<file path="src/rtl/lpm_sleep_pkg.sv">
package lpm_sleep_pkg;
  typedef enum logic {
    TMR_IDLE  = 1'b0,
    TMR_ARMED = 1'b1
  } tmr_state_e;

  typedef struct packed {
    logic ack;   // acknowledge accepted (enable already applied)
    logic kill;  // resume or bus reset
  } lpm_evt_t;
endpackage

</file>
<file path="src/rtl/lpm_retry_timer.sv">
module lpm_retry_timer
  import lpm_sleep_pkg::*;
#(
  parameter int unsigned RETRY_CYCLES = 1000000
) (
  input  logic clk_i,
  input  logic rst_ni,
  input  logic start_i,
  input  logic cancel_i,
  output logic expire_o
);
  localparam int unsigned CW = (RETRY_CYCLES < 2) ? 1 : $clog2(RETRY_CYCLES);
  localparam logic [CW-1:0] LAST = CW'(RETRY_CYCLES - 1);

  tmr_state_e state_q, state_d;
  logic [CW-1:0] cnt_q, cnt_d;
  logic at_last;

  assign at_last  = (state_q == TMR_ARMED) && (cnt_q == LAST);
  // a restart or a cancel in the final cycle suppresses expiry
  assign expire_o = at_last && !start_i && !cancel_i;

  always_comb begin
    state_d = state_q;
    cnt_d   = cnt_q;
    if (cancel_i) begin
      state_d = TMR_IDLE;
      cnt_d   = '0;
    end else if (start_i) begin
      state_d = TMR_ARMED;
      cnt_d   = '0;
    end else if (state_q == TMR_ARMED) begin
      if (at_last) begin
        state_d = TMR_IDLE;
        cnt_d   = '0;
      end else begin
        cnt_d = cnt_q + 1'b1;
      end
    end
  end

  always_ff @(posedge clk_i or negedge rst_ni) begin
    if (!rst_ni) begin
      state_q <= TMR_IDLE;
      cnt_q   <= '0;
    end else begin
      state_q <= state_d;
      cnt_q   <= cnt_d;
    end
  end
endmodule

</file>
<file path="src/rtl/lpm_wake_grant.sv">
module lpm_wake_grant (
  input  logic clk_i,
  input  logic rst_ni,
  input  logic ack_i,
  input  logic rwake_flag_i,
  input  logic clear_i,
  output logic grant_o
);
  logic grant_q;

  always_ff @(posedge clk_i or negedge rst_ni) begin
    if (!rst_ni)                    grant_q <= 1'b0;
    else if (clear_i)               grant_q <= 1'b0;
    else if (ack_i && rwake_flag_i) grant_q <= 1'b1;
  end

  assign grant_o = grant_q;
endmodule

</file>
<file path="src/rtl/lpm_sus_ctrl.sv">
module lpm_sus_ctrl (
  input  logic clk_i,
  input  logic rst_ni,
  input  logic en_i,
  input  logic expire_i,
  input  logic kill_i,
  input  logic sw_wr_i,
  input  logic sw_wdata_i,
  input  logic grant_i,
  output logic sus_o,
  output logic wake_fire_o,
  output logic wake_pulse_o
);
  logic sus_q, pulse_q;

  assign wake_fire_o = en_i && sw_wr_i && !sw_wdata_i && sus_q && grant_i && !kill_i;

  always_ff @(posedge clk_i or negedge rst_ni) begin
    if (!rst_ni) begin
      sus_q <= 1'b0;
    end else if (en_i) begin
      if (kill_i || wake_fire_o) sus_q <= 1'b0;
      else if (expire_i)         sus_q <= 1'b1;
    end
  end

  always_ff @(posedge clk_i or negedge rst_ni) begin
    if (!rst_ni) pulse_q <= 1'b0;
    else         pulse_q <= wake_fire_o;
  end

  assign sus_o        = sus_q;
  assign wake_pulse_o = pulse_q;
endmodule

</file>
<file path="src/rtl/lpm_sleep_tracker.sv">
module lpm_sleep_tracker
  import lpm_sleep_pkg::*;
#(
  parameter int unsigned RETRY_CYCLES = 1000000
) (
  input  logic clk_i,
  input  logic rst_ni,
  input  logic lpm_en_i,
  input  logic lpm_ack_i,
  input  logic lpm_rwake_flag_i,
  input  logic host_resume_i,
  input  logic bus_reset_i,
  input  logic sw_wr_i,
  input  logic sw_wdata_i,
  output logic lpm_sus_o,
  output logic wake_grant_o,
  output logic wake_pulse_o
);
  lpm_evt_t evt;
  logic tmr_expire;
  logic wake_fire;

  assign evt.ack  = lpm_ack_i && lpm_en_i;
  assign evt.kill = host_resume_i || bus_reset_i;

  lpm_retry_timer #(.RETRY_CYCLES(RETRY_CYCLES)) u_timer (
    .clk_i    (clk_i),
    .rst_ni   (rst_ni),
    .start_i  (evt.ack),
    .cancel_i (evt.kill),
    .expire_o (tmr_expire)
  );

  lpm_wake_grant u_grant (
    .clk_i        (clk_i),
    .rst_ni       (rst_ni),
    .ack_i        (evt.ack),
    .rwake_flag_i (lpm_rwake_flag_i),
    .clear_i      (evt.kill || wake_fire),
    .grant_o      (wake_grant_o)
  );

  lpm_sus_ctrl u_sus (
    .clk_i        (clk_i),
    .rst_ni       (rst_ni),
    .en_i         (lpm_en_i),
    .expire_i     (tmr_expire),
    .kill_i       (evt.kill),
    .sw_wr_i      (sw_wr_i),
    .sw_wdata_i   (sw_wdata_i),
    .grant_i      (wake_grant_o),
    .sus_o        (lpm_sus_o),
    .wake_fire_o  (wake_fire),
    .wake_pulse_o (wake_pulse_o)
  );
endmodule

</file>
<file path="config.mk">
export PLATFORM = sky130hd
export DESIGN_NAME = lpm_sleep_tracker
export DESIGN_NICKNAME = d
export VERILOG_FILES = /design/src/rtl/lpm_sleep_pkg.sv /design/src/rtl/lpm_retry_timer.sv /design/src/rtl/lpm_wake_grant.sv /design/src/rtl/lpm_sus_ctrl.sv /design/src/rtl/lpm_sleep_tracker.sv
export SDC_FILE = /design/constraint.sdc
export NUM_CORES = 1
export LEC_CHECK = 0
export BUFFER_PORTS_ARGS = -buffer_cell sky130_fd_sc_hd__buf_2
export CORE_MARGIN = 5
export CORE_UTILIZATION = 40
export CTS_CLUSTER_DIAMETER = 150
export DETAILED_ROUTE_END_ITERATION = 10
export SYNTH_ARGS = -nofsm -noshare
export SYNTH_HDL_FRONTEND = slang
export SYNTH_SLANG_ARGS = --single-unit
export TNS_END_PERCENT = 30
</file>
<file path="constraint.sdc">
create_clock -name clk_i -period 3 [get_ports clk_i]
set_input_delay 0.45 -clock clk_i [delete_from_list [all_inputs] [get_ports clk_i]]
set_output_delay 0.45 -clock clk_i [all_outputs]
set_load 0.05 [all_outputs]
</file>
## After elaboration in Yosys (flattened, before gate mapping)

Index checks and enable logic that the tools add are counted.
W data, S select, Z words.

| storage, ports and cells | value |
|---|---|
| register bits after elaboration | 24 |
| bits of input ports | 9 |
| word-level logic and storage cells | 38 |

| cells by class | value |
|---|---|
| add/subtract/negate cells | 1 |
| eq/ne operators | 1 |
| mux-type cells | 12 |
| reduce and logical (&&, ||, !) cells | 19 |

Operators with widths:

| kind | count |
|---|---|
| $mux W20 | 4 |
| $add A20 B1 Y20 const B | 1 |
| $eq A20 B20 Y1 const B | 1 |
| $logic_and A1 B1 Y1 | 10 |
| $mux W1 | 8 |
| $reduce_bool A2 Y1 | 2 |
| $logic_not A1 Y1 | 3 |
| $reduce_bool A3 Y1 | 1 |
| $logic_or A1 B1 Y1 | 2 |
| $reduce_and A2 Y1 | 1 |

## Longest topological paths before layout

| depth | value |
|---|---|
| depth in word-level cells | 8 |
| mapped depth | 7 |
| mapped depth without buffers | 6 |

## Hierarchy

A second synthesis with hierarchy kept.

| second synthesis, totals | value |
|---|---|
| cell total of the unflattened synthesis | 144 |
| area, all modules | 1310.0 µm² |

By module, submodules not included:

| module | instances | cells each | area each (µm²) | sequential area each (µm²) |
|---|---|---|---|---|
| lpm_retry_timer | 1 | 130 | 1157.4 | 525.5 |
| lpm_sus_ctrl | 1 | 8 | 100.1 | 50.0 |
| lpm_wake_grant | 1 | 3 | 33.8 | 25.0 |
| lpm_sleep_tracker | 1 | 3 | 18.8 | 0.0 |

## Least setup slack after synthesis

OpenSTA, ideal clock, no wires.

| timing path | value |
|---|---|
| path type | register to register |
| start | reg u_timer.cnt_q[11] |
| end | reg u_timer.cnt_q[6] |
| library setup time | 133 ps |
| data arrival time | 1985 ps |
| required time | 2867 ps |
| setup slack | 883 ps |
| stages on the path, launching flop included | 6 |
| cell sequence | dfrtp_1 > or4_1 > or4_4 > buf_6 > a2111oi_4 > a211oi_1 |

| between the ends | value |
|---|---|
| cells in the longest elaborated chain, start to end | 6 |

RTL lines:

| what | RTL line | text |
|---|---|---|
| start: declaration | lpm_retry_timer.sv:16 | `logic [CW-1:0] cnt_q, cnt_d;` |
| start signal: assignment | lpm_retry_timer.sv:48 | `cnt_q <= cnt_d;` |
| $eq A20 B20 Y1 | lpm_retry_timer.sv:19 | `assign at_last = (state_q == TMR_ARMED) && (cnt_q == LAST);` |
| $logic_and A1 B1 Y1 | lpm_retry_timer.sv:19 |  |
| $mux W20 | lpm_retry_timer.sv:33 | `if (at_last) begin` |
| $mux W20 | lpm_retry_timer.sv:32 | `end else if (state_q == TMR_ARMED) begin` |
| $mux W20 | lpm_retry_timer.sv:29 | `end else if (start_i) begin` |
| $mux W20 | lpm_retry_timer.sv:26 | `if (cancel_i) begin` |

No other way between the ends. The select of a mux whose other input is x is not followed.
A chain may end at the register's enable or synchronous reset.

## Worst setup path in the final report

| timing path | value |
|---|---|
| start | reg u_timer.cnt_q[11] |
| end | reg u_timer.cnt_q[13] |

| between the ends | value |
|---|---|
| cells in the longest elaborated chain, start to end | 6 |
| elaborated cells on any way between the ends | 7 |
| classes of those cells | 1 x add/sub; 1 x eq/ne; 4 x mux; 1 x reduce/logical |

RTL lines:

| what | RTL line |
|---|---|
| branches (longest 2 deep; another with $add A20 B1 Y20) | - |
| $mux W20 (*) | lpm_retry_timer.sv:33 |
| $mux W20 (*) | lpm_retry_timer.sv:32 |
| $mux W20 (*) | lpm_retry_timer.sv:29 |
| $mux W20 (*) | lpm_retry_timer.sv:26 |

Mark *: on every way between the ends. The select of a mux whose other input is x is not followed.

==> out/metrics.csv <==
stage,metric,value,unit
sta,setup TNS,0,ps
clocking,CTS Buf Count,3,
global_route,vias in the first global route,1086,
yosys,sequential area share after synthesis,0.4428,
cells_and_area,layout cells sized above 1,0.1494,
pwr,Clk pwr share,0.322,
yosys,"Avg Cell Area, Syn",9.419,um2
cells_and_area,Synth-to-Final Area Change,9.225,%
global_route,Total Routing Usage GR,0.1494,
sta,worst-margin pin slew,541.6,ps
placed_design,Detailed Place HPWL,2.182,mm
critical_path,CP endpoint kind,register,
global_route,largest net degree at the start of global routing,25,
yosys,"EDFF count, synth",0,
sta,final worst slack,722.3,ps
cells_and_area,# fillers,344,
sta,Slew Limit Headroom,0.6389,
cells_and_area,Ant. Diodes,0,
sta,Final Cycle Share,0.7592,
sta,RSZ-0062 raised after global routing,no,
clocking,Clock Tree Buf Depth,2,
cells_and_area,"non-filler cells, final",200,
clocking,H-tree levels,1,
floorplanning,core area,3311,um2
clocking,Post-CTS Setup Bufs,0,
yosys,Synth top area share,0.4428,
yosys,dominant cells by area after synthesis,"dfrtp_1 44%, xor2_1 4.5%, nand2_1 3.9%",
yosys,synth warn,0,
floorplanning,num ports,12,
yosys,simple-gate share of the synthesized area,0.2961,
yosys,post-synth top area cell,dfrtp_1,
sta,minimum clock period,2278,ps
worst_hold_path,worst min-delay path category,primary input to async pin,
yosys,Synth Area in Compound Gates,0.1624,
route,Initial DRT Pass Iterations,4,
yosys,most numerous cell in the Yosys netlist,dfrtp_1,
sta,Final setup viols,0,
pwr,sequential power share,0.622,
status,outcome,"finished, final reports clean",
route,vias,1153,
yosys,largest family of logic cells by synthesized area,simple AND/OR/NAND/NOR gates,
placed_design,IO buf count,11,
yosys,post-synthesis adder-cell area fraction,0.009225,
yosys,Post-Synth XOR/XNOR Area,0.05812,
critical_path,Critical Path Start Type,register,
sta,Final Max Slew Viols,0,
sta,fmax,439.0,MHz
pwr,leakage power,0.5775,nW
route,final wirelength,3.008,mm
clocking,total clock sinks,24,
clocking,number of gates resized after CTS,0,
sta,Final Hold Viols,0,
clocking,Clock Latency Late Sink,310,ps
clocking,clock root cell,clkbuf_4,
critical_path,Setup CP Type,register to register,
sta,WHS,107.0,ps
pwr,Psw,0.1172,mW
clocking,Clock transition at path regs,130,ps
floorplanning,Die Ht,68.23,um
pwr,sw frac,0.2241,
yosys,most frequent cells after synthesis,"24 x dfrtp_1, 14 x nand2_1, 14 x nor2_1",
floorplanning,die footprint,4655,um2
sta,clock skew,4.053,ps
route,DRC viols,0,
clocking,CTS tree,done,
yosys,Post-synth top flop,dfrtp_1,
yosys,Syn Inst Count,144,
critical_path,reg-to-reg setup timing slack,720,ps
yosys,Synthesized Nets,154,
flow_run,maxcap violations,0,
pwr,Power Density,353.0,nW/um2
global_route,GRT overflow,0,
critical_path,Worst EP required,3210,ps
yosys,synthesized cell area,1356,um2
pwr,worst vdd ir,0.0001561,V
global_route,initial antenna violation count,0,
yosys,synth unique cells,38,
placed_design,worst slack at placement,755.3,ps
critical_path,"Max FO, Critical Path",11,
placed_design,placed cell count,196,
route,initial DRC count,42,
cells_and_area,fin nets,165,
pwr,power share of the combinational group,0.056,
floorplanning,Cell Rows,21,
placed_design,routability cong.,0.8780,
yosys,fraction of registers with async set/reset,1.000,
yosys,mux contribution to synthesized area,0,
floorplanning,Die X,68.23,um
yosys,Yosys reg bits,24,
pwr,Int Power,0.4058,mW
route,wire per inst,15.04,um
route,Via density,5.765,
route,Routed Antenna Nets,0,
critical_path,WP data arrival,2480,ps
clocking,hold buffer count at cts,0,
global_route,first-pass GRT wire length,5.209,mm
floorplanning,initial core utilization,0.4097,
[state kept, by name, summed over array words and instances (netlist names)]
| name | cells |
|---|---|
| u_sus.wake_pulse_o | 1 |
| u_sus.sus_o | 1 |
| u_timer.state_q | 1 |
| u_timer.cnt_q | 20 |
| u_grant.grant_o | 1 |
[power by group through the flow]
stage,clock (mW),sequential (mW),combinational (mW)
6_report,0.168,0.325,0.0290
5_1_grt,0.193,0.326,0.0334
4_1_cts,0.174,0.325,0.0297
3_5_place_dp,0,0.332,0.0298
3_3_place_gp,0,0.332,0.0299
2_1_floorplan,0,0.332,0.0118
[worst max-delay path, cell delays in order (launching register included)]
cell	delay, ps
dfrtp_1	430
or4_1	540
or4_4	650
o21ai_2	280
nor4_1	80
o21a_1	180
[metal layers]
layer,part of all wire,routed length (um),vias up,GRT usage
met5,0,0,-,0
met4,0.012,36,0,0.04715
met3,0.041,124,4,0.02791
met2,0.47,1422,37,0.2359
met1,0.47,1424,553,0.2059
li1,-,-,559,-
[cells by family (layout without fill, tap and decap cells)]
logic type               count (synthesis)  after routing
AND/OR/NAND/NOR                         72             72
AO/OA/AOI/OAI                           29             29
flip-flops                              24             24
XOR/XNOR                                 9              9
buffers and inverters                    9             19
adder cells (fa/ha/maj)                  1              1
[final timing paths]
check | from | to | depth (start not counted)
max | u_timer.cnt_q[11] | u_timer.cnt_q[13] | 5
min reg2reg | u_timer.cnt_q[3] | u_timer.cnt_q[3] | 1
min in group clk_i | bus_reset_i | u_sus.wake_pulse_o | 2
max reg2reg | u_timer.cnt_q[11] | u_timer.cnt_q[13] | 5
min | rst_ni | u_timer.cnt_q[11] | 1
max in group asynchronous | rst_ni | u_timer.cnt_q[9] | 1
[layout by cell type, fill, tap and decap left out, types with 3 or more instances in the layout]
| cell | count |
|---|---|
| dfrtp_1 | 24 |
| a21oi_1 | 3 |
| and3_1 | 3 |
| inv_1 | 3 |
| and4_1 | 4 |
| o21a_1 | 5 |
| o22ai_1 | 5 |
| nand4_1 | 8 |
| clkbuf_4 | 3 |
| buf_2 | 11 |
| nor4_1 | 5 |
| xor2_1 | 7 |
| nand3_1 | 9 |
| nand2_1 | 14 |
| a21boi_1 | 6 |
| nor2_1 | 14 |
[stage by stage]
| stage | instance area (um2) | total power [mW] | utilization |
|---|---|---|---|
| 3_5_place_dp | 1445 | 0.3613 | 0.4365 |
| 4_1_cts | 1481 | 0.5292 | 0.4475 |
| 5_1_grt | 1481 | 0.5525 | 0.4475 |
| 6_report | 1481 | 0.5230 | 0.4475 |
| 2_1_floorplan | 1356 | 0.3439 | - |
| 3_3_place_gp | 1445 | 0.3614 | 0.4365 |
[layout make-up]
type / count / area (um2) / share of cell area
multi-input combinational: 111 / 713.2 / 0.4814
sequential: 24 / 600.6 / 0.4054
timing repair buffer: 12 / 62.56 / 0.04223
tap: 46 / 57.56 / 0.03885
clock buffer: 4 / 36.28 / 0.02449
inverter: 3 / 11.26 / 0.007601
(Power assumes the default switching activity.)
